### src/rtl/ext_irq_pkg.sv
package ext_irq_pkg;
   // register bit positions (shared by RTL and documentation)
   localparam int unsigned BIT_PEND = 0;
   localparam int unsigned BIT_MASK = 1;
   localparam int unsigned BIT_ACK  = 2;
   localparam int unsigned BIT_MODE = 3;
   localparam int unsigned MIN_REG_W = BIT_MODE + 1;

   typedef enum logic {
      SENSE_EDGE  = 1'b0,
      SENSE_LEVEL = 1'b1
   } sense_e;
endpackage

### src/rtl/eirq_sync.sv
module eirq_sync #(
   parameter int unsigned STAGES = 2
) (
   input  logic clk,
   input  logic rst_n,
   input  logic d_async,
   output logic q_sync
);
   generate
      if (STAGES < 2) begin : g_bad_stages
         $error("eirq_sync: STAGES must be at least 2");
      end
   endgenerate

   logic [STAGES-1:0] chain_q;

   // flops reset to 0 so a pin held low through reset yields no edge
   always_ff @(posedge clk or negedge rst_n) begin
      if (!rst_n) chain_q <= '0;
      else        chain_q <= {chain_q[STAGES-2:0], d_async};
   end

   assign q_sync = chain_q[STAGES-1];
endmodule

### src/rtl/eirq_detect.sv
module eirq_detect
   import ext_irq_pkg::*;
(
   input  logic   clk,
   input  logic   rst_n,
   input  logic   pin_s,
   input  sense_e sense,
   input  logic   ack,
   output logic   pending
);
   logic prev_q, latch_q, hold_q;
   logic latch_d, hold_d, fall;

   assign fall = prev_q & ~pin_s;

   always_comb begin
      latch_d = latch_q;
      hold_d  = hold_q;
      if (sense == SENSE_EDGE) begin
         hold_d = 1'b0;
         if (fall)     latch_d = 1'b1;
         else if (ack) latch_d = 1'b0;
      end else begin
         if (fall) begin
            latch_d = 1'b1;            // new edge wins over a same-cycle ack
         end else if (!pin_s) begin
            latch_d = 1'b1;
            if (ack) hold_d = 1'b1;    // remember ack until pin goes high
         end else if (ack || hold_q) begin
            latch_d = 1'b0;
            hold_d  = 1'b0;
         end
      end
   end

   always_ff @(posedge clk or negedge rst_n) begin
      if (!rst_n) begin
         prev_q  <= 1'b0;
         latch_q <= 1'b0;
         hold_q  <= 1'b0;
      end else begin
         prev_q  <= pin_s;
         latch_q <= latch_d;
         hold_q  <= hold_d;
      end
   end

   assign pending = latch_q;

   AST_EDGE_NO_LEVEL_SET: assert property (@(posedge clk) disable iff (!rst_n)
      (sense == SENSE_EDGE) && !fall && !latch_q |=> !latch_q);
   AST_EDGE_ACK_CLEARS: assert property (@(posedge clk) disable iff (!rst_n)
      (sense == SENSE_EDGE) && ack && !fall |=> !latch_q);
   AST_LEVEL_LOW_KEEPS: assert property (@(posedge clk) disable iff (!rst_n)
      (sense == SENSE_LEVEL) && !pin_s |=> latch_q);
   AST_LEVEL_CLEAR_NEEDS_HIGH: assert property (@(posedge clk) disable iff (!rst_n)
      $fell(latch_q) |-> ($past(sense) == SENSE_EDGE) || $past(pin_s));
   AST_FALL_SETS: assert property (@(posedge clk) disable iff (!rst_n)
      fall |=> latch_q);
endmodule

### src/rtl/eirq_regs.sv
module eirq_regs
   import ext_irq_pkg::*;
#(
   parameter int unsigned REG_W = 8
) (
   input  logic             clk,
   input  logic             rst_n,
   input  logic             wr,
   input  logic [REG_W-1:0] wdata,
   input  logic             pending,
   input  logic             ack_hw,
   output sense_e           sense,
   output logic             mask,
   output logic             ack,
   output logic [REG_W-1:0] rdata
);
   generate
      if (REG_W < MIN_REG_W) begin : g_bad_width
         $error("eirq_regs: REG_W too small for the register fields");
      end
   endgenerate

   always_ff @(posedge clk or negedge rst_n) begin
      if (!rst_n) begin
         sense <= SENSE_EDGE;
         mask  <= 1'b0;
      end else if (wr) begin
         sense <= sense_e'(wdata[BIT_MODE]);
         mask  <= wdata[BIT_MASK];
      end
   end

   assign ack = ack_hw | (wr & wdata[BIT_ACK]);

   always_comb begin
      rdata           = '0;
      rdata[BIT_PEND] = pending;
      rdata[BIT_MASK] = mask;
      rdata[BIT_MODE] = sense;
   end
endmodule

### src/rtl/ext_irq_latch.sv
module ext_irq_latch
   import ext_irq_pkg::*;
#(
   parameter int unsigned SYNC_STAGES = 2,
   parameter int unsigned REG_W       = 8,
   parameter int unsigned ADDR_W      = 16,
   parameter logic [ADDR_W-1:0] VEC_BASE = 16'hFFFA
) (
   input  logic              clk,
   input  logic              rst_n,
   input  logic              irq_pin_n,
   input  logic              vec_fetch,
   input  logic              reg_wr,
   input  logic [REG_W-1:0]  reg_wdata,
   output logic [REG_W-1:0]  reg_rdata,
   output logic              cpu_irq,
   output logic [ADDR_W-1:0] vec_addr_hi,
   output logic [ADDR_W-1:0] vec_addr_lo
);
   localparam logic [ADDR_W-1:0] VEC_LO = VEC_BASE + ADDR_W'(1);

   logic   pin_s, ack, pending, mask;
   sense_e sense;

   eirq_sync #(.STAGES(SYNC_STAGES)) u_sync (
      .clk(clk), .rst_n(rst_n), .d_async(irq_pin_n), .q_sync(pin_s));

   eirq_regs #(.REG_W(REG_W)) u_regs (
      .clk(clk), .rst_n(rst_n), .wr(reg_wr), .wdata(reg_wdata),
      .pending(pending), .ack_hw(vec_fetch), .sense(sense),
      .mask(mask), .ack(ack), .rdata(reg_rdata));

   eirq_detect u_detect (
      .clk(clk), .rst_n(rst_n), .pin_s(pin_s), .sense(sense),
      .ack(ack), .pending(pending));

   assign cpu_irq     = pending & ~mask;
   assign vec_addr_hi = VEC_BASE;
   assign vec_addr_lo = VEC_LO;

   AST_IRQ_IMPLIES_FLAG: assert property (@(posedge clk) disable iff (!rst_n)
      cpu_irq |-> reg_rdata[BIT_PEND]);
endmodule

### config.mk
export PLATFORM = sky130hd
export DESIGN_NAME = ext_irq_latch
export DESIGN_NICKNAME = d
export VERILOG_FILES = /design/src/rtl/ext_irq_pkg.sv /design/src/rtl/eirq_sync.sv /design/src/rtl/eirq_detect.sv /design/src/rtl/eirq_regs.sv /design/src/rtl/ext_irq_latch.sv
export SDC_FILE = /design/constraint.sdc
export NUM_CORES = 1
export LEC_CHECK = 0
export BUFFER_PORTS_ARGS = -buffer_cell sky130_fd_sc_hd__buf_2
export CAP_MARGIN = 20
export CORE_MARGIN = 5
export CORE_UTILIZATION = 34
export CTS_CLUSTER_DIAMETER = 200
export DETAILED_ROUTE_END_ITERATION = 7
export MAX_ROUTING_LAYER = met4
export PLACE_DENSITY = 0.75
export SLEW_MARGIN = 40
export SYNTH_ARGS = -nofsm -noshare
export SYNTH_HDL_FRONTEND = slang
export SYNTH_HIERARCHICAL = 1
export SYNTH_SLANG_ARGS = --single-unit
export TNS_END_PERCENT = 30
### constraint.sdc
create_clock -name clk -period 0.9 [get_ports clk]
set_input_delay 0.09 -clock clk [delete_from_list [all_inputs] [get_ports clk]]
set_output_delay 0.09 -clock clk [all_outputs]
set_load 0.05 [all_outputs]
==> metrics.md, run 1 <==
| Metric | Value |
|---|---|
| Sw Ratio | 50.0% |
| Final RePlAce weighted congestion | 0.722 |
| Period utilization | 115% |
| Yosys top cell area share | 52.3% |
| Hold Slack | 0.0710 ns |
| TritonCTS clock tree | done |
| CTS sink cnt | 7 |
| Multi-input combinational cell area | 223 µm² |
| Pleak | 0.322 nW |
| Row count | 14 |
| Sequential element share of the synthesized area | between 30% and 40% |
| Post-detail-place hpwl | 715 µm |
| Number of H-tree levels | 1 |
| Crit start category | flip-flop |
| Failing checks | setup timing |
| Slack of the worst reg-to-reg path | 0.08 ns |
| Logic gate share of total power | 43.8% |
| Int Pwr | 0.580 mW |
| Place WS | 0.0342 ns |
| DR vias/cell | 3.39 |
| Endpoints failing hold | 0 |
| Initial antenna violation count | 0 |
| Crit path DAT | 0.95 ns |
| Clock power frac | between 20% and 30% |
| Largest net degree at the start of global routing | 8 |
| Worst R2R Start | u_regs/sense |
| Final setup viols | 4 |
| Worst-path cell with the longest stage delay | dfrtp_1 |
| Cell count after synthesis | 60 |
| Switching pwr | 0.581 mW |
| Max stage delay on crit path | around 0.42 ns |
| Worst-path maximum fanout | 3 |
| Total wire length | approximately 840 µm |
| Worst endpoint required time | 0.81 ns |
| Commonest non-fill, non-tap cell in the layout | conb_1 |
| Register Area | 176 µm² |
| Avg Cell Area, Syn | 9.57 µm² |
| Final-report max-slew violation count | 0 |
| Post-route setup slack | -0.138 ns |
| Antenna Cells | 0 |
| # IOs | 54 |
| Setup crit start | u_regs/mask |
| Final std cells w/o fill | between 80 and 90 |
| Commonest non-fill, non-tap cells in the layout | conb_1 (37), buf_2 (7), dfrtp_1 (6), clkbuf_4 (4) |
| Post-route minimum period | 1.04 ns |
| Synth Register Bits | 7 |
| Worst flop-to-flop path endpoint | u_regs/sense |
| Core Util, Final | between 30% and 40% |
| CTS root buffer | clkbuf_4 |
| Fillers | 163 |
| Fin Clk Skew | 0.00293 ns |
| Vias in the first global route | 263 |
| Routed Antenna Nets | 0 |
| Total GRT Usage | 6.21% |
| Worst setup path class | reg -> out |
| Crit-path cells | nor2b_4 -> buf_6 |
| Unique masters post-synth | 12 |
| Die H | 51.1 µm |
| YS warnings | 6 |
| Initial DRT Pass Iterations | 4 |
| Area Overhead vs Synth | -5.66% |
| Routed length per instance | 9.63 µm |
| Pwr/cell area | 2140 mW/mm² |
| TritonCTS Buffers | 3 |
| Clk slew on worst S/H paths | 0.05 ns |
| Vias | 295 |
| Die Footprint | 0.00261 mm² |
| R2R depth | 1 |
| Grt ovf | 0 |
| Unrepaired setup endpoints after global routing | yes |
| Inst Count DP | 81 |
| Outcome | finished, violations left |
| Seq pwr share | 31.3% |
| Clk_lat worst skew | 0.25 ns |
| Starting Density | between 30% and 40% |
| PortBufs | 11 |
| Die Span X | 51.1 µm |
| Drc violations | 0 |
| Initial DRC Count | 1 |
| CP Capture Type | output port |
| First-pass GRT wire length | 1100 µm |
| TNS Setup | -0.339 ns |
| Worst Hold End | u_regs/mask |
| Max Clock Freq | 0.963 GHz |
| Min-delay src | reg_wdata[1] |
| Largest cells by area after synthesis | buf_4 (52%), dfrtp_1 (31%), mux2_2 (3.9%) |
| Clock Tree Buf Depth | 2 |
| Synth area leader | buf_4 |
| Max Cap Viol | 0 |
| Core area | 0.00156 mm² |
| Mapped cell area | 574 µm² |
| HP Class | in -> reg |
| Layout cell share with drive strength beyond 1 | 26.8% |
| WHS Path Cells | 2 |
| Worst IR drop on VDD | 1.12 mV |
| Fin nets | 85 |
critical path: cells and delay by family, from the launching register on:
kind	cells	cell delay, ns
flops	1	0.42
buf+inv	1	0.16
simple gates	1	0.12
cell type report:
| type | instances | share of cell area [%] |
|---|---|---|
| clock buffer | 4 | 4.85 |
| tap | 16 | 3.70 |
| multi-input combinational | 46 | 41.1 |
| inverter | 1 | 0.693 |
| timing repair buffer | 13 | 17.1 |
| sequential | 7 | 32.6 |
power groups by stage:
stage	clock network (mW)	logic [mW]	registers [mW]
floorplan	0	0.584	0.360
global placement	0	0.478	0.363
detailed placement	0	0.480	0.366
CTS	0.304	0.502	0.362
global route	0.318	0.527	0.368
finish	0.290	0.508	0.363
sequential cells by signal (all words and copies together) (netlist names):
signal            flops
u_regs/sense          1
u_detect/hold_q       1
u_detect/prev_q       1
u_sync/chain_q        2
u_detect/pending      1
u_regs/mask           1
cell usage after synthesis, drive strengths merged:
cell type  number
a21o            1
inv             1
mux2            2
dfrtp           7
buf            40
a32oi           1
o21bai          1
nand2b          1
o211a           1
nor2b           2
conb            3
cell families after synthesis:
logic type | count (synthesis) | share of synthesized area [%]
flops | 7 | 30.5
simple gates | 3 | 4.58
compound gates | 4 | 6.10
mux | 2 | 3.92
other cells | 3 | 1.96
buf+inv | 41 | 52.9
routing by layer:
metal  share of wire [%]  GRT usage, %
met5                   0             -
met4                 1.7          6.73
met3                  15         0.872
met2                  54          10.7
met1                  29          5.53
how the worst max path moves through the flow:
stage / end / slack, ns / cells after the start
6_report: cpu_irq / -0.14 / 2
5_1_grt: cpu_irq / -0.18 / 2
2_1_floorplan: cpu_irq / 0.12 / 1
3_3_place_gp: u_detect/hold_q / 0.05 / 4
3_5_place_dp: u_detect/hold_q / 0.03 / 4
4_1_cts: reg_rdata[1] / -0.15 / 1
through the flow:
step,total power [mW],instance area (µm²)
2_1_floorplan,0.944,702
3_3_place_gp,0.841,477
3_5_place_dp,0.846,477
4_1_cts,1.17,538
5_1_grt,1.21,542
6_report,1.16,542
timing repair:
item,CTS,global route
pin swaps,0,0
gates resized for setup,5,2
setup endpoints to repair,4,4
hold endpoints to repair,8,0
hold buffers,2,0
setup buffers,0,0
(Power assumes the default switching activity.)
==> run 2: changes to the inputs <==
--- a/config.mk
+++ b/config.mk
@@ -12,7 +12,7 @@
 export CTS_CLUSTER_DIAMETER = 200
 export DETAILED_ROUTE_END_ITERATION = 7
 export MAX_ROUTING_LAYER = met4
-export PLACE_DENSITY = 0.75
+export PLACE_DENSITY = 0.83
 export SLEW_MARGIN = 40
 export SYNTH_ARGS = -nofsm -noshare
 export SYNTH_HDL_FRONTEND = slang
==> run 2 against run 1 <==
Compared with the run above: the run still ends with setup timing left; combinational power increased by 4%; count of clock-buffer cells in the layout stayed put; sequential power down 1%; register-to-register slack is essentially flat.
==> metrics.md, run 2 (synthesis gave the netlist of run 1 again) <==
| Metric | Value |
|---|---|
| Flip-flop count of the largest register after layout | 2 (unchanged) |
| WHS Path Cells | 2 (unchanged) |
| Final RePlAce weighted congestion | 0.621 (-14%) |
| Pleak | 0.329 nW (+2.1%) |
| Max stage delay on crit path | 0.41 ns (about the same) |
| Routed Antenna Nets | 0 (unchanged) |
| PortBufs | 11 (unchanged) |
| First-pass GRT wire length | 1060 µm (-3.2%) |
| Die H | 51.1 µm (unchanged) |
| Fin Clk Skew | 0.000872 ns (-0.00206 ns) |
| Min-delay src | reg_wdata[1] |
| Row count | 14 (unchanged) |
| Largest register by flop count | u_sync/chain_q |
| Clock Tree Buf Depth | 2 (unchanged) |
| Commonest non-fill, non-tap cell in the layout | conb_1 |
| Endpoints failing hold | 0 (unchanged) |
| Crit start category | flip-flop |
| Post-route setup slack | -0.122 ns (+0.0170 ns) |
| Total power | 1.15 mW (-0.67%) |
| Place WS | 0.0298 ns (-0.00437 ns) |
| Largest net degree at the start of global routing | 8 (unchanged) |
| Worst endpoint required time | 0.81 ns (about the same) |
| Initial DRT Pass Iterations | 2 (-2) |
| Outcome | finished, violations left |
| Gr busiest metal | met2 |
| Grt ovf | 0 (unchanged) |
| Max Clock Freq | 0.979 GHz (+1.7%) |
| CTS sink cnt | 7 (unchanged) |
| Failing checks | setup timing |
| Total GRT Usage | 5.58% (-0.63 points) |
| Initial antenna violation count | 0 (unchanged) |
| Starting Density | 36.8% (unchanged) |
| Worst flop-to-flop path endpoint | u_regs/sense |
| Post-CTS Setup Repair Bufs | 0 (unchanged) |
| Final-report max-slew violation count | 0 (unchanged) |
| Post-route minimum period | 1.02 ns (-0.0170 ns) |
| Core Util, Final | 35.6% (+0.80 points) |
| Routed length per instance | 9.00 µm (-6.6%) |
| Drc violations | 0 (unchanged) |
| Slack of the worst reg-to-reg path | 0.08 ns (about the same) |
| Crit path DAT | 0.93 ns (-0.02 ns) |
| TritonCTS clock tree | done |
| Met2 usage | 10.7% (unchanged) |
| DR vias/cell | 3.33 (-1.8%) |
| Clk_lat worst skew | 0.24 ns (about the same) |
| Worst-path cell with the longest stage delay | dfrtp_1 |
| Initial DRC Count | 1 (unchanged) |
| # IOs | 54 (unchanged) |
| Pwr/cell area | 2080 mW/mm² (-2.9%) |
| HP Class | in -> reg |
| Area Overhead vs Synth | -3.49% |
| Met3 usage | 1.16% (+0.29 points) |
| Antenna Cells | 0 (unchanged) |
| Die Span X | 51.1 µm (unchanged) |
| Die Footprint | 0.00261 mm² (unchanged) |
| Post-detail-place hpwl | 683 µm (-4.4%) |
| Worst IR drop on VDD | 0.818 mV (-27%) |
| Met1 Use GR | 4.63% (-0.90 points) |
| CTS root buffer | clkbuf_4 |
| Unrepaired setup endpoints after global routing | yes |
| Number of H-tree levels | 1 (unchanged) |
| Final setup viols | 4 (unchanged) |
| CP Capture Type | output port |
| Fin nets | 86 (+1.2%) |
| Fillers | 167 (+2.5%) |
| Worst R2R Start | u_regs/sense |
| Worst Hold End | u_regs/mask |
| Layout cell share with drive strength beyond 1 | 27.8% (+1.0 points) |
| Max Cap Viol | 0 (unchanged) |
| Vias in the first global route | 269 (+2.3%) |
| Worst setup path class | reg -> out |
| Commonest non-fill, non-tap cells in the layout | conb_1 (37), buf_2 (8), dfrtp_1 (6), clkbuf_4 (3) |
| Worst-path maximum fanout | 3 (unchanged) |
| Period utilization | 114% (-1.9 points) |
| Total wire length | 792 µm (-5.5%) |
| Vias | 293 (-0.68%) |
| Clk slew on worst S/H paths | 0.05 ns (about the same) |
| R2R depth | 1 (unchanged) |
| Crit-path cells | nor2b_4 -> buf_8 |
| TritonCTS Buffers | 3 (unchanged) |
| Core area | 0.00156 mm² (unchanged) |
[run 2: cell types whose count changed in the layout (fill, tap and decap cells not counted)]
cell      before  now
buf_2          7    8
clkbuf_4       4    3
buf_8          0    1
[run 2: per-stage QoR]
stage | hold WS, ns | TNS [ns] | instances | cell area, µm²
finish | 0.0845 | -0.334 | 88 | 554
floorplan | -0.206 | 0 | 94 | 702
global placement | -0.0759 | 0 | 82 | 484
global route | 0.0784 | -0.514 | 88 | 554
CTS | 0.0791 | -0.396 | 88 | 551
detailed placement | -0.0724 | 0 | 82 | 484
[run 2: layer usage]
layer	routed length [µm]	up-vias	share of wire, %
met1	218	132	28
met2	420	30	53
met3	153	0	19
met4	0	0	0
li1	-	131	-
met5	0	-	0
[run 2: timing repair]
action	4_1_cts	5_1_grt
pin swaps	0	0
endpoints found under the hold margin	8	0
hold buffers	2	0
gates resized for setup	7	1
endpoints found under the setup margin	4	4
[run 2: worst max-delay path, delay by kind of cell, from the launching register on]
family	cells	cell delay, ns
AND/OR/NAND/NOR	1	0.13
buffers and inverters	1	0.15
flip-flops	1	0.41
[run 2: where the power goes]
group / internal (mW) / total, mW / switching, mW
clock network: 0.168 / 0.269 / 0.101
logic: 0.0827 / 0.526 / 0.443
registers: 0.340 / 0.359 / 0.0196
total: 0.591 / 1.15 / 0.563
[run 2: area by class of cell]
cell class | instances | area (µm²) | share of cell area (%)
timing repair buffer | 14 | 105 | 19.0
clock buffer | 4 | 26.3 | 4.74
tap | 16 | 20.0 | 3.61
multi-input combinational | 46 | 223 | 40.2
inverter | 1 | 3.75 | 0.677
sequential | 7 | 176 | 31.8
[run 2: how the worst max path moves through the flow]
| stage | startpoint | end | slack (ns) | cells after the start |
|---|---|---|---|---|
| final | u_regs/mask | cpu_irq | -0.12 | 2 |
| after global routing | u_regs/mask | cpu_irq | -0.18 | 2 |
| after CTS | u_regs/mask | cpu_irq | -0.13 | 2 |
| after detailed placement | reg_wr | u_detect/hold_q | 0.03 | 4 |
| after global placement | u_regs/mask | cpu_irq | 0.05 | 2 |
| after floorplan | u_regs/mask | cpu_irq | 0.12 | 1 |
==> run 3: changes to the inputs <==
--- a/config.mk
+++ b/config.mk
@@ -7,12 +7,13 @@
 export LEC_CHECK = 0
 export BUFFER_PORTS_ARGS = -buffer_cell sky130_fd_sc_hd__buf_2
 export CAP_MARGIN = 20
-export CORE_MARGIN = 5
+export CORE_MARGIN = 2
 export CORE_UTILIZATION = 34
 export CTS_CLUSTER_DIAMETER = 200
 export DETAILED_ROUTE_END_ITERATION = 7
 export MAX_ROUTING_LAYER = met4
 export PLACE_DENSITY = 0.83
+export SETUP_SLACK_MARGIN = 0.02
 export SLEW_MARGIN = 40
 export SYNTH_ARGS = -nofsm -noshare
 export SYNTH_HDL_FRONTEND = slang
==> run 3 against run 2 <==
Compared with the run above: the run still ends with setup timing left; non-clock buffer count is 1 lower; clock power increased by 5%; sequential power hardly changed; design area is 2.9% lower; total power decreased by 0.48%; sequential share of layout area is 0.73 points higher; critical path depth unchanged; via count rose by 1.0%; first-iteration DRC count grew 100%; critical path type unchanged; critical endpoint unchanged; largest power group unchanged.
==> metrics.md, run 3 (synthesis gave the netlist of run 1 again) <==
| Metric | Value |
|---|---|
| Failing checks | setup timing |
| Initial DRT Pass Iterations | 4 (+2) |
| Period utilization | 115% (+1.3 points) |
| TNS Setup | -0.336 ns (-0.00236 ns) |
| Crit-path cells | nor2b_4 -> buf_6 |
| Drc violations | 0 (unchanged) |
| Max Clock Freq | 0.968 GHz (-1.2%) |
| Total wire length | 691 µm (-13%) |
| Vias | 296 (+1.0%) |
| R2R depth | 2 (+1) |
| Final setup viols | 4 (unchanged) |
| Grt ovf | 0 (unchanged) |
| Worst R2R Start | u_sync/chain_q[1] |
| Top layer reached by signal wires | met4 |
| Starting Density | 37.3% (+0.42 points) |
| PortBufs | 11 (unchanged) |
| Max stage delay on crit path | 0.41 ns (about the same) |
| HP Class | in -> reg |
| Crit start category | flip-flop |
| Worst endpoint required time | 0.81 ns (about the same) |
| Number of H-tree levels | 1 (unchanged) |
| Total GRT Usage | 7.09% (+1.5 points) |
| Fin nets | 85 (-1.2%) |
| Worst-path cell with the longest stage delay | dfrtp_1 |
| Worst flop-to-flop path endpoint | u_detect/pending |
| Worst IR drop on VDD | 0.964 mV (+18%) |
| Die Footprint | 0.00203 mm² (-22%) |
| Vias in the first global route | 241 (-10%) |
| Clock Tree Buf Depth | 2 (unchanged) |
| Largest register by flop count | u_sync/chain_q |
| Routed Antenna Nets | 0 (unchanged) |
| Unrepaired setup endpoints after global routing | yes |
| DR vias/cell | 3.40 (+2.2%) |
| Outcome | finished, violations left |
| DR WL met3 | 96 µm (-37%) |
| Post-detail-place hpwl | 536 µm (-22%) |
| Initial antenna violation count | 0 (unchanged) |
| CTS sink cnt | 7 (unchanged) |
| Post-route minimum period | 1.03 ns (+0.0119 ns) |
| Initial DRC Count | 2 (+1) |
| Pwr/cell area | 2130 mW/mm² (+2.5%) |
| Routed wl met2 | 357 µm (-15%) |
| Worst setup path class | reg -> out |
| Area Overhead vs Synth | -6.32% |
| Pleak | 0.323 nW (-1.9%) |
| Core area | 0.00154 mm² (-1.1%) |
| Routed length per instance | 7.94 µm (-12%) |
| Placed Area | 477 µm² (-1.6%) |
| Final RePlAce weighted congestion | 0.698 (+13%) |
| Worst-path maximum fanout | 3 (unchanged) |
| First-pass GRT wire length | 945 µm (-11%) |
| Routed length on met1 | 231 µm (+6.0%) |
| Design area | 538 µm² (-2.9%) |
| Max Cap Viol | 0 (unchanged) |
| Layout cell share with drive strength beyond 1 | 25.4% (-2.4 points) |
| Slack of the worst reg-to-reg path | 0.08 ns (about the same) |
| Largest net degree at the start of global routing | 8 (unchanged) |
| Antenna Cells | 0 (unchanged) |
| Fin Clk Skew | 0.0000754 ns (-0.000796 ns) |
| Final-report max-slew violation count | 0 (unchanged) |
| Die Span X | 45.1 µm (-12%) |
| Endpoints failing hold | 0 (unchanged) |
| Commonest non-fill, non-tap cells in the layout | conb_1 (37), buf_2 (8), dfrtp_1 (7), clkbuf_4 (3) |
| Min-delay src | reg_wdata[1] |
| Post-route setup slack | -0.133 ns (-0.0119 ns) |
| Worst Hold End | u_regs/mask |
| Die H | 45.1 µm (-12%) |
| Commonest non-fill, non-tap cell in the layout | conb_1 |
| WHS Path Cells | 2 (unchanged) |
| Crit path DAT | 0.94 ns (about the same) |
| Row count | 14 (unchanged) |
| TritonCTS Buffers | 3 (unchanged) |
| Clk slew on worst S/H paths | 0.05 ns (about the same) |
| Flip-flop count of the largest register after layout | 2 (unchanged) |
| Clk_lat worst skew | 0.25 ns (about the same) |
| CTS root buffer | clkbuf_4 |
| CP Capture Type | output port |
| # IOs | 54 (unchanged) |
| TritonCTS clock tree | done |
[run 3: cell count changes in the layout (fill, tap and decap cells not counted), sizes merged]
cell / change
buf: -1
[run 3: worst max-delay path by stage]
stage | start | cells after the start | to | slack, ns
2_1_floorplan | u_regs/mask | 1 | cpu_irq | 0.12
5_1_grt | u_regs/mask | 2 | cpu_irq | -0.17
6_report | u_regs/mask | 2 | cpu_irq | -0.13
3_3_place_gp | reg_wr | 4 | u_detect/hold_q | 0.05
3_5_place_dp | reg_wr | 4 | u_detect/hold_q | 0.04
4_1_cts | u_regs/mask | 2 | cpu_irq | -0.15
[run 3: timing repair]
action / 4_1_cts / 5_1_grt
buffers inserted: 0 / 0
setup endpoints to repair: 4 / 4
gates resized for setup: 5 / 0
endpoints found under the hold margin: 8 / 0
hold buffers: 2 / 0
[run 3: final cells by class]
cell class / count / area (µm²)
fillers: 157 / 1000
multi-input cells: 46 / 223
flip-flops and latches: 7 / 175
repair buffers: 13 / 90.1
clock buffers: 4 / 26.3
well taps: 16 / 20.0
inverters: 1 / 3.75
[run 3: power breakdown]
part	switching, mW	internal [mW]
combinational	0.436	0.0694
sequential	0.0222	0.339
clock	0.113	0.169
[run 3: worst max-delay path, delay by kind of cell, from the launching register on]
| kind | cells | cell delay [ns] |
|---|---|---|
| flip-flops | 1 | 0.41 |
| buffers and inverters | 1 | 0.16 |
| AND/OR/NAND/NOR | 1 | 0.12 |
[run 3: routing by layer]
| layer | global-route usage, % | vias to the layer above |
|---|---|---|
| met5 | - | - |
| met4 | 7.06 | 0 |
| met3 | 1.20 | 2 |
| met2 | 11.7 | 31 |
| met1 | 6.75 | 132 |
| li1 | - | 131 |
[run 3: per-stage QoR]
stage | instances | setup slack [ns] | util, % | hold slack, ns | power [mW]
floorplan | 94 | 0.121 | - | -0.206 | 0.944
CTS | 87 | -0.151 | 34.9 | 0.0636 | 1.16
global placement | 81 | 0.0515 | 30.9 | -0.0750 | 0.840
finish | 87 | -0.133 | 34.9 | 0.0765 | 1.15
global route | 87 | -0.171 | 34.9 | 0.0666 | 1.19
detailed placement | 81 | 0.0411 | 30.9 | -0.0674 | 0.845
